--- src/rtl/bus_demux.sv ---
module bus_demux #(
  parameter int ADDR_W = 14,
  parameter int BUS_W  = 8
) (
  input  logic              clk,
  input  logic              rst_n,
  input  logic [2:0]        state_i,
  input  logic [BUS_W-1:0]  bus_i,
  input  logic              ready_i,
  output logic [ADDR_W-1:0] addr_o,
  output logic [1:0]        cycle_o,
  output logic              mem_rd_o,
  output logic              mem_wr_o,
  output logic              io_cmd_o,
  output logic              fetch_o,
  output logic [BUS_W-1:0]  wr_data_o,
  output logic              intr_o
);
  localparam int HI_W = ADDR_W - BUS_W;

  localparam logic [2:0] ST_WAIT = 3'b000;
  localparam logic [2:0] ST_DATA = 3'b001;
  localparam logic [2:0] ST_ALO  = 3'b010;
  localparam logic [2:0] ST_HALT = 3'b011;
  localparam logic [2:0] ST_AHI  = 3'b100;
  localparam logic [2:0] ST_INT5 = 3'b101;
  localparam logic [2:0] ST_ALOI = 3'b110;
  localparam logic [2:0] ST_INT4 = 3'b111;

  localparam logic [1:0] CY_FETCH = 2'b00;
  localparam logic [1:0] CY_IO    = 2'b01;
  localparam logic [1:0] CY_READ  = 2'b10;
  localparam logic [1:0] CY_WRITE = 2'b11;

  logic [BUS_W-1:0] lo_q;
  logic [HI_W-1:0]  hi_q;
  logic [1:0]       cyc_q;
  logic             armed_q;
  logic             live_q;
  logic             intr_q;
  logic [BUS_W-1:0] wdat_q;

  wire addr_lo_st = (state_i == ST_ALO) || (state_i == ST_ALOI);
  wire xfer_st    = (state_i == ST_DATA) || (state_i == ST_WAIT);
  wire write_now  = armed_q && (state_i == ST_DATA) && ready_i && (cyc_q == CY_WRITE);

  always_ff @(posedge clk) begin
    if (!rst_n) begin
      lo_q    <= '0;
      hi_q    <= '0;
      cyc_q   <= CY_FETCH;
      armed_q <= 1'b0;
      live_q  <= 1'b0;
      intr_q  <= 1'b0;
      wdat_q  <= '0;
    end else begin
      case (state_i)
        ST_ALO, ST_ALOI: begin
          lo_q    <= bus_i;
          armed_q <= 1'b0;
          live_q  <= 1'b0;
          intr_q  <= (state_i == ST_ALOI);
        end
        ST_AHI: begin
          hi_q    <= bus_i[HI_W-1:0];
          cyc_q   <= bus_i[BUS_W-1 -: 2];
          armed_q <= 1'b1;
          live_q  <= 1'b1;
        end
        ST_HALT: begin
          armed_q <= 1'b0;
          live_q  <= 1'b0;
        end
        ST_INT4, ST_INT5: armed_q <= 1'b0;
        default: ;
      endcase
      if (write_now) wdat_q <= bus_i;
    end
  end

  assign addr_o    = {hi_q, lo_q};
  assign cycle_o   = cyc_q;
  assign mem_rd_o  = armed_q && xfer_st && ((cyc_q == CY_FETCH) || (cyc_q == CY_READ));
  assign io_cmd_o  = armed_q && xfer_st && (cyc_q == CY_IO);
  assign mem_wr_o  = write_now;
  assign fetch_o   = live_q && (cyc_q == CY_FETCH);
  assign wr_data_o = wdat_q;
  assign intr_o    = intr_q;

  logic unused_ok;
  assign unused_ok = addr_lo_st;
endmodule


--- config.mk ---
export PLATFORM = sky130hd
export DESIGN_NAME = bus_demux
export DESIGN_NICKNAME = d
export VERILOG_FILES = /design/src/rtl/bus_demux.sv
export SDC_FILE = /design/constraint.sdc
export NUM_CORES = 1
export LEC_CHECK = 0
export CAP_MARGIN = 20
export CORE_MARGIN = 4
export CORE_UTILIZATION = 50
export DETAILED_ROUTE_END_ITERATION = 6
export DONT_BUFFER_PORTS = 1
export SYNTH_ARGS = -nofsm -noshare
export SYNTH_HDL_FRONTEND = slang
export SYNTH_SLANG_ARGS = --single-unit
--- constraint.sdc ---
create_clock -name clk -period 1.5 [get_ports clk]
set_input_delay 0.075 -clock clk [delete_from_list [all_inputs] [get_ports clk]]
set_output_delay 0.075 -clock clk [all_outputs]
set_load 0.005 [all_outputs]
==> results of run 1 <==
-- layout make-up --
| cell class | count | area, um^2 |
|---|---|---|
| Clock buffer | 3 | 22.5 |
| Clock inverter | 1 | 7.51 |
| Fill cell | 174 | 679 |
| Multi-Input combinational cell | 81 | 507 |
| Sequential cell | 27 | 542 |
| Tap cell | 27 | 33.8 |
| Timing Repair Buffer | 22 | 210 |
-- how the worst min path moves through the flow --
stage          startpoint                   end  cells past startpoint
2_1_floorplan  state_i[1]  armed_q$_SDFFE_PN0P_                      1
4_1_cts        state_i[1]   live_q$_SDFFE_PN0P_                      2
3_5_place_dp   state_i[1]  armed_q$_SDFFE_PN0P_                      1
3_3_place_gp   state_i[1]  armed_q$_SDFFE_PN0P_                      1
6_report       state_i[0]  lo_q[2]$_SDFFE_PN0P_                      4
5_1_grt        state_i[0]  lo_q[2]$_SDFFE_PN0P_                      4
-- Yosys cell counts (all sizes together) --
cell    number
buf          4
dfxtp       27
nand2b       1
nor4         2
nor2         1
nor4bb       1
clkbuf       4
o21a         1
nor3b        2
nand2       36
mux2i       16
nor2b        9
a21boi      10
nand3        1
nor4b        1
-- metal layers --
metal	GRT usage	vias up
li1	-	415
met1	0.216	372
met2	0.283	28
met3	0.0572	4
met4	0.0622	0
met5	0	-
-- worst max-delay path, stage by stage, from the launching register on --
cell and delay (ps):
dfxtp_1 460, nand3_1 110, nor4_2 160, buf_4 250
-- cell families (layout without fill, tap and decap cells) --
group | count (synthesis) | after routing | share of synthesized area
muxes | 16 | 16 | 0.148
and+or+nand+nor | 54 | 54 | 0.238
AOI/OAI and AO/OA | 11 | 11 | 0.0761
buffers and inverters | 8 | 26 | 0.0404
DFF | 27 | 27 | 0.498
-- flip-flops by register name, indices dropped and copies added, names as in the netlist --
| register | cells |
|---|---|
| armed_q | 1 |
| cycle_o | 2 |
| hi_q | 6 |
| intr_o | 1 |
| live_q | 1 |
| lo_q | 8 |
| wr_data_o | 8 |
-- power breakdown --
group | switching, mW | internal, mW
clock network | 0.224 | 0.102
registers | 0.0164 | 0.738
logic | 0.0515 | 0.0655
-- metrics by stage --
stage / worst slack, ps / total power, mW / hold slack, ps / util
2_1_floorplan: 374 / 0.832 / 151 / -
3_3_place_gp: 286 / 0.834 / 152 / 0.555
3_5_place_dp: 206 / 0.837 / 155 / 0.555
4_1_cts: 36.7 / 1.20 / 5.54 / 0.655
5_1_grt: 13.2 / 1.26 / 54.8 / 0.661
6_report: 99.1 / 1.20 / 82.0 / 0.661
-- timing repair --
item | 4_1_cts | 5_1_grt
gates resized for setup | 0 | 1
endpoints found under the setup margin | 0 | 1
endpoints found under the hold margin | 27 | 1
hold buffers | 17 | 1
==> reports/metrics.csv, run 1 <==
metric,value,unit
setup.worst_path.end,mem_wr_o,
final_common_cell,nand2_1,
synth_seq_area_share,0.498,
cts_tree,built,
drive_gt1_frac,0.0821,
cap_violations,0,
cp.arrival,1330,ps
finalSetupViolCount,0,
drc,0,
clockBufferDepth,2,
endpoint_kind,output pin,
status,"finished, final reports clean",
die_w,54.6,um
postCtsSetupRepairBufs,0,
syn_to_final_growth,21.9,%
antenna_found_initial,0,
wl_per_cell,15.2,um
syn-cell-area,1080,um^2
cts_root_buf,clkbuf_4,
viasPerCell,5.09,
vdd_ir_drop_max,0.593,mV
max_freq,714,MHz
cts_made_buffers,3,
syn_nets,130,
core,2000,um^2
dieArea,2980,um^2
path_max_fanout,9,
yosys.cell_types.count,19,
io_pins,43,
stdcell_area,1320,um^2
cp-startpoint,cycle_o[1]$_SDFFE_PN0N_,
layout_common_cells,"nand2_1, dfxtp_1, dlygate4sd3_1, mux2i_1",
overflow,0,
layout_min_cycle_time,1400,ps
avgSynthCellArea,9.35,um^2
antennaDiodeCount,0,
ff2ff_path_depth,3,
finalClockSkew,13.5,ps
min_path_type,in2reg,
rr_endpoint,armed_q$_SDFFE_PN0P_,
worst-setup-path-type,reg2out,
fin_cells,161,
start_kind,flip-flop,
dpl.hpwl,1600,um
gp_congestion,0.622,
yosysTopAreaCell,dfxtp_1,
slew_headroom,0.417,
wl_met2,1180,um
syn_inst,116,
nets,149,
htree_num_levels,1,
placed_area,1110,um^2
clk_latency,330,ps
via_count,819,
rr_startpoint,armed_q$_SDFFE_PN0P_,
r2r_setup_slack,230,ps
clock_sinks,27,
first_pass_iters,4,
wl_met3,188,um
cts.clk_slew.worst_paths,160,ps
yosysWarnings,0,
rows,16,
finalHoldViolations,0,
place_inst,139,
antenna_left,0,
drt_wl_total,2450,um
worst_pin_slew,872,ps
synth_area_leaders,"dfxtp_1, mux2i_1, nand2_1, a21boi_1, nor2b_1",
gr-usage-all-layers,0.175,
tns,0,ps
slew_viol_final,0,
grt_pass1_vias,763,
grt_pass1_wl,3680,um
port_buffers,0,
fin_crit_sh,0.934,
drt-initial-drc-count,9,
initial_utilization,0.542,
grt_max_degree,30,
yosys.area.top_type_share,0.498,
yosys_register_bits,27,
wl_met1,1050,um
power_leakage,0.478,nW
power_density,905,nW/um^2
top_layer_used,met4,
rsz0062_at_grt,false,
critPathRequiredTime,1420,ps
die_h,54.6,um
Power figures use the tool's default switching activity.
==> run 2, diff against run 1 <==
- clock period: 1.5 -> 1.81 ns (I/O delays scaled with it)
==> run 2 against run 1 <==
Design area down 6.1%. Count of clock-buffer cells in the layout is 1 higher. Register-to-register slack better by 240 ps. Clock power down 21%. Core utilization down 4.0 points. Worst hold slack got worse by 63 ps. First-iteration DRC count is the same. Routed wire length down 6.7%. Combinational power decreased by 27%. Critical path type unchanged. Global-route usage down 0.68 points. Sequential cell count unchanged.
==> reports/metrics.csv, run 2 (synthesis gave the netlist of run 1 again) <==
metric,value,unit,change
rr_endpoint,armed_q$_SDFFE_PN0P_,,unchanged
io_pins,43,,unchanged
worst_pin_slew,988,ps,was 872 ps
tns,0,ps,unchanged
slew_headroom,0.339,,was 0.417
cts_tree,built,,unchanged
finalHoldViolations,0,,unchanged
cts.clk_slew.worst_paths,140,ps,was 160 ps
rsz0062_at_grt,false,,unchanged
grt_max_degree,35,,was 30
postCtsSetupRepairBufs,0,,unchanged
finalPower,0.970,mW,was 1.20 mW
drc,0,,unchanged
clk_latency,320,ps,was 330 ps
drive_gt1_frac,0.0556,,was 0.0821
via_count,789,,was 819
layout_common_cells,"nand2_1, dfxtp_1, mux2i_1, dlygate4sd3_1",,"was nand2_1, dfxtp_1, dlygate4sd3_1, mux2i_1"
whs_path_depth,2,,was 4
min_to,live_q$_SDFFE_PN0P_,,was lo_q[2]$_SDFFE_PN0P_
worstHoldStart,state_i[1],,was state_i[0]
syn_to_final_growth,14.5,%,was 21.9%
layout_min_cycle_time,1450,ps,
cts_resized,0,,unchanged
start_kind,flip-flop,,unchanged
drt_wl_total,2280,um,was 2450 um
gp_congestion,0.643,,was 0.622
first_pass_iters,4,,unchanged
cts_made_buffers,3,,unchanged
regArea,541,um^2,was 542 um^2
gr-usage-all-layers,0.169,,was 0.175
finalClockSkew,5.23,ps,was 13.5 ps
drt-initial-drc-count,9,,unchanged
clock_sinks,27,,unchanged
rows,16,,unchanged
wl_per_cell,14.9,um,was 15.2 um
power_density,781,nW/um^2,was 905 nW/um^2
initial_utilization,0.542,,unchanged
antenna_left,0,,unchanged
path_max_fanout,9,,unchanged
grt_pass1_wl,3570,um,was 3680 um
antennaDiodeCount,0,,unchanged
hold_buffers,12,,was 17
port_buffers,0,,unchanged
max_freq,690,MHz,
power_leakage,0.432,nW,was 0.478 nW
final_common_cell,nand2_1,,unchanged
die_h,54.6,um,unchanged
viasPerCell,5.16,,was 5.09
min_path_type,in2reg,,unchanged
cap_violations,0,,unchanged
grt_pass1_vias,764,,was 763
finalSetupViolCount,0,,unchanged
antenna_found_initial,0,,unchanged
fillers,184,,was 174
cts_root_buf,clkbuf_4,,unchanged
die_w,54.6,um,unchanged
htree_num_levels,1,,unchanged
critPathRequiredTime,1720,ps,was 1420 ps
dieArea,2980,um^2,unchanged
multi_input_area,507,um^2,unchanged
clockBufferDepth,2,,unchanged
overflow,0,,unchanged
vdd_ir_drop_max,0.477,mV,was 0.593 mV
rr_startpoint,armed_q$_SDFFE_PN0P_,,unchanged
core,2000,um^2,unchanged
worst-setup-path-type,reg2out,,unchanged
r2r_setup_slack,470,ps,was 230 ps
slew_viol_final,0,,unchanged
dpl.hpwl,1570,um,was 1600 um
cp.arrival,1360,ps,was 1330 ps
fin_crit_sh,0.801,,
ff2ff_path_depth,3,,unchanged
endpoint_kind,output pin,,unchanged
nets,141,,was 149
status,"finished, final reports clean",,unchanged
==> run 2: worst max-delay path: stages (launching register included) <==
cell	delay (ps)
dfxtp_1	450
nand2_1	110
nor4_2	230
buf_4	250
==> run 2: worst max path at each step <==
stage,from,end,slack [ps],cells after the start
after floorplan,cycle_o[0]$_SDFFE_PN0N_,wr_data_o[0]$_SDFFE_PN0P_,680,4
after global placement,cycle_o[0]$_SDFFE_PN0N_,wr_data_o[3]$_SDFFE_PN0P_,600,4
after detailed placement,cycle_o[0]$_SDFFE_PN0N_,wr_data_o[0]$_SDFFE_PN0P_,540,4
after CTS,cycle_o[0]$_SDFFE_PN0N_,mem_wr_o,350,3
after global routing,cycle_o[0]$_SDFFE_PN0N_,mem_wr_o,260,3
final,cycle_o[0]$_SDFFE_PN0N_,mem_wr_o,360,3
==> run 2: final cells by class <==
class	instances	share of cell area
well taps	27	0.0272
clock buffers	4	0.0211
multi-input cells	81	0.408
repair buffers	14	0.109
flip-flops and latches	27	0.435
==> run 2: routing by layer <==
metal  GRT usage  vias up  routed length [um]  share of wire
met3      0.0463        2                 175          0.077
met2       0.270       27                1080           0.47
met4      0.0622        0                  12         0.0053
met1       0.214      359                1020           0.45
met5           0        -                   0              0
li1            -      401                   -              -
==> run 2: through the flow <==
step           utilization  instances  setup WS (ps)  area (um^2)  hold WS (ps)
2_1_floorplan            -        116            684         1080           166
3_3_place_gp         0.548        137            602         1100           167
3_5_place_dp         0.548        137            544         1100           173
4_1_cts              0.621        153            347         1240          12.2
5_1_grt              0.621        153            261         1240          32.1
6_report             0.621        153            360         1240          19.0
==> run 2: where the power goes <==
group          switching (mW)  internal, mW  total [mW]
registers              0.0134         0.612       0.625
clock network           0.173        0.0862       0.259
logic                  0.0411        0.0445      0.0856
